File: config.mk
export PLATFORM = sky130hd
export DESIGN_NAME = llsc_monitor
export DESIGN_NICKNAME = d
export VERILOG_FILES = /design/src/rtl/llsc_pkg.sv /design/src/rtl/llsc_arbiter.sv /design/src/rtl/llsc_word_mem.sv /design/src/rtl/llsc_resv_table.sv /design/src/rtl/llsc_monitor.sv
export SDC_FILE = /design/constraint.sdc
export NUM_CORES = 1
export LEC_CHECK = 0
export BUFFER_PORTS_ARGS = -buffer_cell sky130_fd_sc_hd__buf_2
export CORE_MARGIN = 8
export CORE_UTILIZATION = 55
export DETAILED_ROUTE_END_ITERATION = 10
export PLACE_DENSITY = 0.72
export SLEW_MARGIN = 0
export SYNTH_ARGS = -nofsm -noshare
export SYNTH_HDL_FRONTEND = slang
export SYNTH_HIERARCHICAL = 1
export SYNTH_SLANG_ARGS = --single-unit
File: constraint.sdc
create_clock -name clk -period 4.8 [get_ports clk]
set_input_delay 0.96 -clock clk [delete_from_list [all_inputs] [get_ports clk]]
set_output_delay 0.96 -clock clk [all_outputs]
set_load 0.05 [all_outputs]
File: src/rtl/llsc_pkg.sv
package llsc_pkg;
    typedef enum logic [1:0] {
        OP_READ  = 2'd0,
        OP_WRITE = 2'd1,
        OP_LINK  = 2'd2,
        OP_COND  = 2'd3
    } llsc_op_e;
endpackage

File: src/rtl/llsc_arbiter.sv
// Fixed-priority grant: lowest index wins.
module llsc_arbiter #(
    parameter int N  = 2,
    localparam int IW = (N > 1) ? $clog2(N) : 1
) (
    input  logic [N-1:0]  valid,
    output logic [N-1:0]  grant,
    output logic          any,
    output logic [IW-1:0] idx
);
    always_comb begin
        grant = '0;
        any   = 1'b0;
        idx   = '0;
        for (int i = N - 1; i >= 0; i--) begin
            if (valid[i]) begin
                grant = '0;
                grant[i] = 1'b1;
                any   = 1'b1;
                idx   = IW'(i);
            end
        end
    end
endmodule

File: src/rtl/llsc_word_mem.sv
// Small word memory, cleared by reset, combinational read.
module llsc_word_mem #(
    parameter int AW = 4,
    parameter int DW = 32,
    localparam int DEPTH = 1 << AW
) (
    input  logic          clk,
    input  logic          rst_n,
    input  logic          we,
    input  logic [AW-1:0] addr,
    input  logic [DW-1:0] wdata,
    output logic [DW-1:0] rdata
);
    logic [DW-1:0] mem_q [DEPTH];
    logic [DW-1:0] mem_d [DEPTH];

    always_comb begin
        for (int i = 0; i < DEPTH; i++) mem_d[i] = mem_q[i];
        if (we) mem_d[addr] = wdata;
    end

    always_ff @(posedge clk or negedge rst_n) begin
        if (!rst_n) begin
            for (int i = 0; i < DEPTH; i++) mem_q[i] <= '0;
        end else begin
            for (int i = 0; i < DEPTH; i++) mem_q[i] <= mem_d[i];
        end
    end

    assign rdata = mem_q[addr];
endmodule

File: src/rtl/llsc_resv_table.sv
// Per-requester reservation registers and conditional-store decision.
module llsc_resv_table
    import llsc_pkg::*;
#(
    parameter int N  = 2,
    parameter int AW = 4,
    localparam int IW = (N > 1) ? $clog2(N) : 1
) (
    input  logic                 clk,
    input  logic                 rst_n,
    input  logic                 acc,
    input  logic [IW-1:0]        acc_idx,
    input  llsc_op_e             acc_op,
    input  logic [AW-1:0]        acc_addr,
    output logic                 sc_ok,
    output logic                 mem_we,
    output logic [N-1:0]         resv_vld,
    output logic [N-1:0][AW-1:0] resv_addr
);
    typedef struct packed {
        logic [N-1:0]         vld;
        logic [N-1:0][AW-1:0] addr;
    } resv_t;

    resv_t st_q, st_d;

    always_comb begin
        st_d   = st_q;
        sc_ok  = st_q.vld[acc_idx] && (st_q.addr[acc_idx] == acc_addr);
        mem_we = acc && ((acc_op == OP_WRITE) || ((acc_op == OP_COND) && sc_ok));
        if (acc) begin
            if (acc_op == OP_LINK) begin
                st_d.vld[acc_idx]  = 1'b1;
                st_d.addr[acc_idx] = acc_addr;
            end
            if (acc_op == OP_COND) begin
                st_d.vld[acc_idx] = 1'b0;
            end
        end
        // a committed store cancels every other holder of that address
        for (int i = 0; i < N; i++) begin
            if (mem_we && (IW'(i) != acc_idx) && (st_q.addr[i] == acc_addr)) begin
                st_d.vld[i] = 1'b0;
            end
        end
    end

    always_ff @(posedge clk or negedge rst_n) begin
        if (!rst_n) st_q <= '0;
        else        st_q <= st_d;
    end

    assign resv_vld  = st_q.vld;
    assign resv_addr = st_q.addr;
endmodule

File: src/rtl/llsc_monitor.sv
module llsc_monitor
    import llsc_pkg::*;
#(
    parameter int NREQ = 2,
    parameter int AW   = 4,
    parameter int DW   = 32
) (
    input  logic                   clk,
    input  logic                   rst_n,
    input  logic [NREQ-1:0]        req_valid,
    output logic [NREQ-1:0]        req_ready,
    input  logic [NREQ-1:0][1:0]   req_op,
    input  logic [NREQ-1:0][AW-1:0] req_addr,
    input  logic [NREQ-1:0][DW-1:0] req_wdata,
    output logic [NREQ-1:0]        rsp_valid,
    output logic [NREQ-1:0][DW-1:0] rsp_data
);
    localparam int IW = (NREQ > 1) ? $clog2(NREQ) : 1;

    typedef struct packed {
        logic [NREQ-1:0]         vld;
        logic [NREQ-1:0][DW-1:0] data;
    } rsp_t;

    rsp_t rsp_q, rsp_d;

    logic [NREQ-1:0]         grant;
    logic                    any;
    logic [IW-1:0]           idx;
    llsc_op_e                sel_op;
    logic [AW-1:0]           sel_addr;
    logic [DW-1:0]           sel_wdata;
    logic                    sc_ok;
    logic                    mem_we;
    logic [DW-1:0]           rdata;
    logic [DW-1:0]           result;
    logic [NREQ-1:0]         resv_vld;
    logic [NREQ-1:0][AW-1:0] resv_addr;

    llsc_arbiter #(.N(NREQ)) u_arb (
        .valid (req_valid),
        .grant (grant),
        .any   (any),
        .idx   (idx)
    );

    assign sel_op    = llsc_op_e'(req_op[idx]);
    assign sel_addr  = req_addr[idx];
    assign sel_wdata = req_wdata[idx];

    llsc_resv_table #(.N(NREQ), .AW(AW)) u_resv (
        .clk       (clk),
        .rst_n     (rst_n),
        .acc       (any),
        .acc_idx   (idx),
        .acc_op    (sel_op),
        .acc_addr  (sel_addr),
        .sc_ok     (sc_ok),
        .mem_we    (mem_we),
        .resv_vld  (resv_vld),
        .resv_addr (resv_addr)
    );

    llsc_word_mem #(.AW(AW), .DW(DW)) u_mem (
        .clk   (clk),
        .rst_n (rst_n),
        .we    (mem_we),
        .addr  (sel_addr),
        .wdata (sel_wdata),
        .rdata (rdata)
    );

    always_comb begin
        unique case (sel_op)
            OP_READ, OP_LINK: result = rdata;
            OP_COND:          result = DW'(sc_ok);
            default:          result = '0;
        endcase
        rsp_d.vld = grant;
        for (int i = 0; i < NREQ; i++) begin
            rsp_d.data[i] = grant[i] ? result : rsp_q.data[i];
        end
    end

    always_ff @(posedge clk or negedge rst_n) begin
        if (!rst_n) rsp_q <= '0;
        else        rsp_q <= rsp_d;
    end

    assign req_ready = grant;
    assign rsp_valid = rsp_q.vld;
    assign rsp_data  = rsp_q.data;
endmodule

======== After elaboration in Yosys (flattened, before gate mapping) ========
Index checks and enable logic that the tools add are counted.
W data, S select, Z words.
word-level totals
  bits in registers ....................... 588
  input bits .............................. 80
  output and inout bits ................... 68
  logic and storage cells ................. 87
operators by class
  magnitude comparators ................... 4
  eq/ne operators ......................... 7
  mux-type cells .......................... 33
  bitwise logic cells ..................... 5
  reductions and logical operators ........ 15
operator list
  kind                  number
  $bwmux W512           1
  $mux W32              5
  $bmux W32 S4          1
  $demux W32 S4         1
  $pmux W32 S2          1
  $mux W10              3
  $mux W4               5
  $eq A4 B4 Y1          3
  $mux W2               5
  $logic_and A1 B1 Y1   9
  $bwmux W8             1
  $mux W1               8
  $ge A5 B5 Y1 const B  1
  $lt A5 B1 Y1 const B  1
  $not A4 Y5            1
  $demux W4 S1          1
  $eq A2 B2 Y1 const B  2
  $reduce_bool A2 Y1    2
  $and A2 B2 Y2         1
  $eq A2 B1 Y1 const B  1
  $logic_not A2 Y1      1
  $lt A1 B2 Y1 const B  1
  $ne A2 B2 Y1 const B  1
  $not A2 Y2            1
  other kinds (7)       7

======== Depth between registers and ports, before layout ========
  depth in word-level cells ............... 13
  mapped depth ............................ 12
  depth with buffers taken out ............ 9

======== Hierarchy ========
Netlist, hierarchy kept.
modules (own cells, without submodules)
  module           times used  cells an instance  area each (sq um)  sequential area each (sq um)
  llsc_word_mem    1           1407               22871.9            12812.3
  llsc_monitor     1           321                3184.3             1651.6
  llsc_resv_table  1           54                 616.8              250.2
  llsc_arbiter     1           4                  27.5               0.0

======== Worst setup path before layout ========
No wires, ideal clock.
  kind .................................... input-to-reg
  start ................................... input req_valid[1]
  end ..................................... register u_mem/mem_q[449] in the netlist's numbering
  library setup time ...................... 0.125 ns
  arrival ................................. 4.153 ns
  required time ........................... 4.675 ns
  setup slack ............................. 0.522 ns
  stages .................................. 11
  buffers on the path ..................... 2
  cells stage by stage .................... nor2b_1 buf_6 mux2_2 xnor2_1 a32oi_1 o41ai_2 nor2b_1 nand2_1 nor4_2 buf_2 mux2_2
between the ends
  elaborated cells between the ends (all ways) .. 27
  those cells by class .................... 2 x order compare; 3 x eq/ne; 16 x mux; 1 x bitwise; 5 x reduce/logical
RTL lines
  item                                        line                   RTL
  start, declared                             llsc_monitor.sv:10     input logic [NREQ-1:0] req_valid,
  $mux W1 (2 in a row)                        llsc_arbiter.sv:16     if (valid[i]) begin
  $mux W4 (not written as such) (2 in a row)  llsc_monitor.sv:48     assign sel_addr = req_addr[idx];
  named net sel_addr[1]                       llsc_monitor.sv:31     logic [AW-1:0] sel_addr;
  $eq A4 B4 Y1                                llsc_resv_table.sv:29  sc_ok = st_q.vld[acc_idx] && (st_q.addr[acc_idx] == acc_addr);
  $logic_and A1 B1 Y1                         llsc_resv_table.sv:29
  $logic_and A1 B1 Y1                         llsc_resv_table.sv:30  mem_we = acc && ((acc_op == OP_WRITE) || ((acc_op == OP_COND) && sc_ok));
  $logic_or A1 B1 Y1                          llsc_resv_table.sv:30
  $logic_and A1 B1 Y1                         llsc_resv_table.sv:30
  named net mem_we                            llsc_monitor.sv:34     logic mem_we;
  end, declared                               llsc_word_mem.sv:14    logic [DW-1:0] mem_q [DEPTH];
The timed path passes the listed nets, and every way through them passes these cells. The select of a mux whose other input is x is not followed.
A chain may end at the register's enable or synchronous reset.

======== Final worst setup path ========
  start ................................... input req_valid[0]
  end ..................................... register u_mem/mem_q[480] in the netlist's numbering
between the ends
  elaborated cells between the ends (all ways) .. 26
  those cells by class .................... 2 x order compare; 3 x eq/ne; 15 x mux; 1 x bitwise; 5 x reduce/logical
RTL lines
  item                                        line
  $mux W1                                     llsc_arbiter.sv:16
  $mux W4 (not written as such) (2 in a row)  llsc_monitor.sv:48
  named net sel_addr[0]                       llsc_monitor.sv:31
  $eq A4 B4 Y1                                llsc_resv_table.sv:29
  $logic_and A1 B1 Y1                         llsc_resv_table.sv:29
  $logic_and A1 B1 Y1                         llsc_resv_table.sv:30
  $logic_or A1 B1 Y1                          llsc_resv_table.sv:30
  $logic_and A1 B1 Y1                         llsc_resv_table.sv:30
  named net mem_we                            llsc_monitor.sv:34
The timed path passes the listed nets, and every way through them passes these cells. The select of a mux whose other input is x is not followed.

==> results.py <==
metrics = {
    "clocking": {
        "clockBufferDepth": 3,
        "cts_setup_buffers": 0,
        "cts.clk_slew.worst_paths_ns": 0.06,
        "h-tree-depth": 2,
        "root_buffer": "clkbuf_16",
        "clock-sinks": 588,
        "insertion_delay_ns": 0.61,
        "cts_tree": "done",
        "postCtsResizedCells": 0,
        "ctsHoldBuffers": 0,
        "cts-buffers-inserted": 57,
    },
    "synthesis": {
        "ys_seq_area_frac": 0.551,
        "syn_area_per_cell_um2": 14.9,
        "synth_warnings": 6,
        "yosysTopAreaCellShare": 0.551,
        "syn-cell-area_um2": 26700,
        "syn_inst": 1786,
        "synthDistinctLibCells": 42,
        "synth.area.top_cells": "dfrtp_1, mux2_2, mux4_2",
        "syn_nets": 1866,
        "ys_ff_latch": 588,
        "yosysTopAreaCell": "dfrtp_1",
    },
    "global_route": {
        "grt_pass1_wl_mm": 97.2,
        "grt_pass1_vias": 16700,
        "grt_use_total": 0.219,
        "antenna_found_initial": 0,
        "grt_max_degree": 138,
        "overflow": 0,
    },
    "timing": {
        "drv_slew": 0,
        "worst_slack_ns": 0.932,
        "max_freq_ghz": 0.259,
        "tightestPinTransition_ns": 1.06,
        "hold_violations": 0,
        "tns_ns": 0,
        "finalCritPeriodShare": 0.806,
        "clock_skew_ns": 0.0200,
        "slew_headroom": 0.291,
        "fin_crit_ns": 3.87,
        "setup_viol": 0,
        "rsz0062_at_grt": "no",
    },
    "worst_setup_path": {
        "end_kind": "register",
        "r2r-start": "u_resv/resv_addr[5]",
        "r2r_setup_slack_ns": 1.60,
        "cp.arrival_ns": 4.36,
        "cp-start-kind": "primary input",
        "path_max_fanout": 21,
        "worstSetupPathType": "in -> reg",
        "worstRegToRegCells": 8,
        "worstSetupStartpoint": "req_valid[0]",
        "worstPathRequired_ns": 5.29,
    },
    "route": {
        "vias": 15300,
        "viasPerCell": 6.01,
        "wl_per_cell_um": 23.7,
        "drc": 0,
        "dr.pass1.iters": 4,
        "drt_iter0_markers": 990,
        "totalWireLength_mm": 60.6,
        "ant_nets": 0,
    },
    "floorplan": {
        "core_area_um2": 47800,
        "fp.dieW_um": 236,
        "die_height_um": 236,
        "initial_core_util": 0.558,
        "die_area_um2": 55900,
        "ios": 148,
        "rows": 80,
    },
    "cells_and_area": {
        "nFillCells": 3538,
        "area_growth_pct": 12.4,
        "drive_above_1_share": 0.509,
        "num_antenna_cells": 0,
        "fin_nets": 1970,
    },
    "placement": {
        "dp_slack_ns": 0.335,
        "place.gp.congestion": 0.806,
        "io_buffers": 147,
        "dp_hpwl_mm": 38.4,
    },
    "pwr": {
        "seqPwrFrac": 0.467,
        "power_switching_uw": 3990,
        "swShare": 0.273,
        "power_frac_clock": 0.320,
        "combPwrFrac": 0.213,
        "ir_drop_mv": 0.271,
        "power.density_nw_per_um2": 487,
        "p_leak_uw": 0.0138,
        "power.internal_uw": 10600,
    },
    "flow_run": {
        "maxCapViolCount": 0,
    },
    "hold_path": {
        "hold_path.class": "in -> async",
    },
    "outcome": {
        "status": "completed",
    },
}
[cells in the mapped netlist, drive strengths merged]
| master | count |
|---|---|
| xnor2 | 11 |
| nor2b | 4 |
| nor2 | 10 |
| o41ai | 1 |
| or2 | 2 |
| clkbuf | 63 |
| a32oi | 1 |
| nand4 | 1 |
| nand3 | 67 |
| buf | 95 |
| nand2 | 39 |
| inv | 63 |
| dfrtp | 588 |
| or3 | 2 |
| nor4 | 2 |
| o21a | 1 |
| nand2b | 3 |
| a31oi | 2 |
| nor3 | 9 |
| a22oi | 65 |
| or4 | 1 |
| and2 | 1 |
| mux2 | 557 |
| and2b | 1 |
| o21ai | 62 |
| a21oi | 1 |
| mux4 | 128 |
| nand3b | 2 |
| mux2i | 4 |
[final timing paths]
| check | end |
|---|---|
| worst max-delay path | u_mem/mem_q[480] |
| worst min-delay path | rsp_data[10] |
| min in group clk | u_mem/mem_q[179] |
| max in group asynchronous | u_mem/mem_q[22] |
| worst max register to register | u_mem/mem_q[480] |
| worst min register to register | u_mem/mem_q[179] |
[area by class of cell]
type                            instances  area, µm²  share of cell area
Clock buffer                           85       1720              0.0574
Clock inverter                         21        267             0.00888
Inverter                               63        236             0.00788
Multi-Input combinational cell        977      11100               0.369
Sequential cell                       588      14700               0.490
Tap cell                              615        769              0.0256
Timing Repair Buffer                  203       1240              0.0414
[per-stage QoR]
step           utilization  power, µW  cells  hold WS, ns  instance area, µm²
3_5_place_dp         0.586      10000   2446        0.469               28000
3_3_place_gp         0.586       9840   2446        0.461               28000
5_1_grt              0.627      15300   2552        0.504               30000
2_1_floorplan            -       9130   1786        0.452               26700
4_1_cts              0.627      14800   2552        0.482               30000
6_report             0.627      14600   2552        0.448               30000
[power by group through the flow]
stage	logic (µW)	clock network (µW)	registers, µW
final	3120	4690	6830
after global routing	3360	4980	6980
after CTS	3140	4790	6820
after detailed placement	3130	0	6910
after global placement	3020	0	6820
after floorplan	2090	0	7040
[worst max-delay path: stages]
cell and delay, ns:
buf_2 0.12, nor2b_4 0.17, buf_4 0.20, mux2_8 0.42, xnor2_1 0.16, o41ai_2 0.41
nor2b_1 0.40, nand2b_4 0.11, or4_2 0.79, buf_12 0.27, mux2_1 0.31
[sequential cells by signal, summed over array words and instances, names as in the netlist]
signal and flops:
u_mem/mem_q 512, rsp_data 64, u_resv/resv_addr 8, rsp_valid 2, u_resv/resv_vld 2
[placed cells by master, fill, tap and decap left out, types with 11 or more instances in the layout]
master / n
o21ai_0: 45
clkbuf_8: 15
nand3_1: 66
a22oi_1: 65
xnor2_1: 11
mux2_2: 528
buf_4: 50
inv_1: 62
nand2_1: 39
clkbuf_16: 59
clkbuf_1: 11
mux4_2: 128
clkinv_2: 11
dfrtp_1: 588
mux2_1: 26
o21ai_1: 17
buf_2: 146
[per-layer routing]
metal  share of wire  GRT usage
met4           0.022     0.0547
met1            0.45      0.305
met3           0.051     0.0503
met2            0.47      0.347
met5               0          0
[logic make-up after synthesis]
| group | after synthesis | share of synthesized area |
|---|---|---|
| xor+xnor | 11 | 0.00361 |
| buf+inv | 221 | 0.0404 |
| simple gates | 144 | 0.0276 |
| compound gates | 133 | 0.0318 |
| mux | 689 | 0.345 |
| flops | 588 | 0.551 |
(Power assumes the default switching activity.)
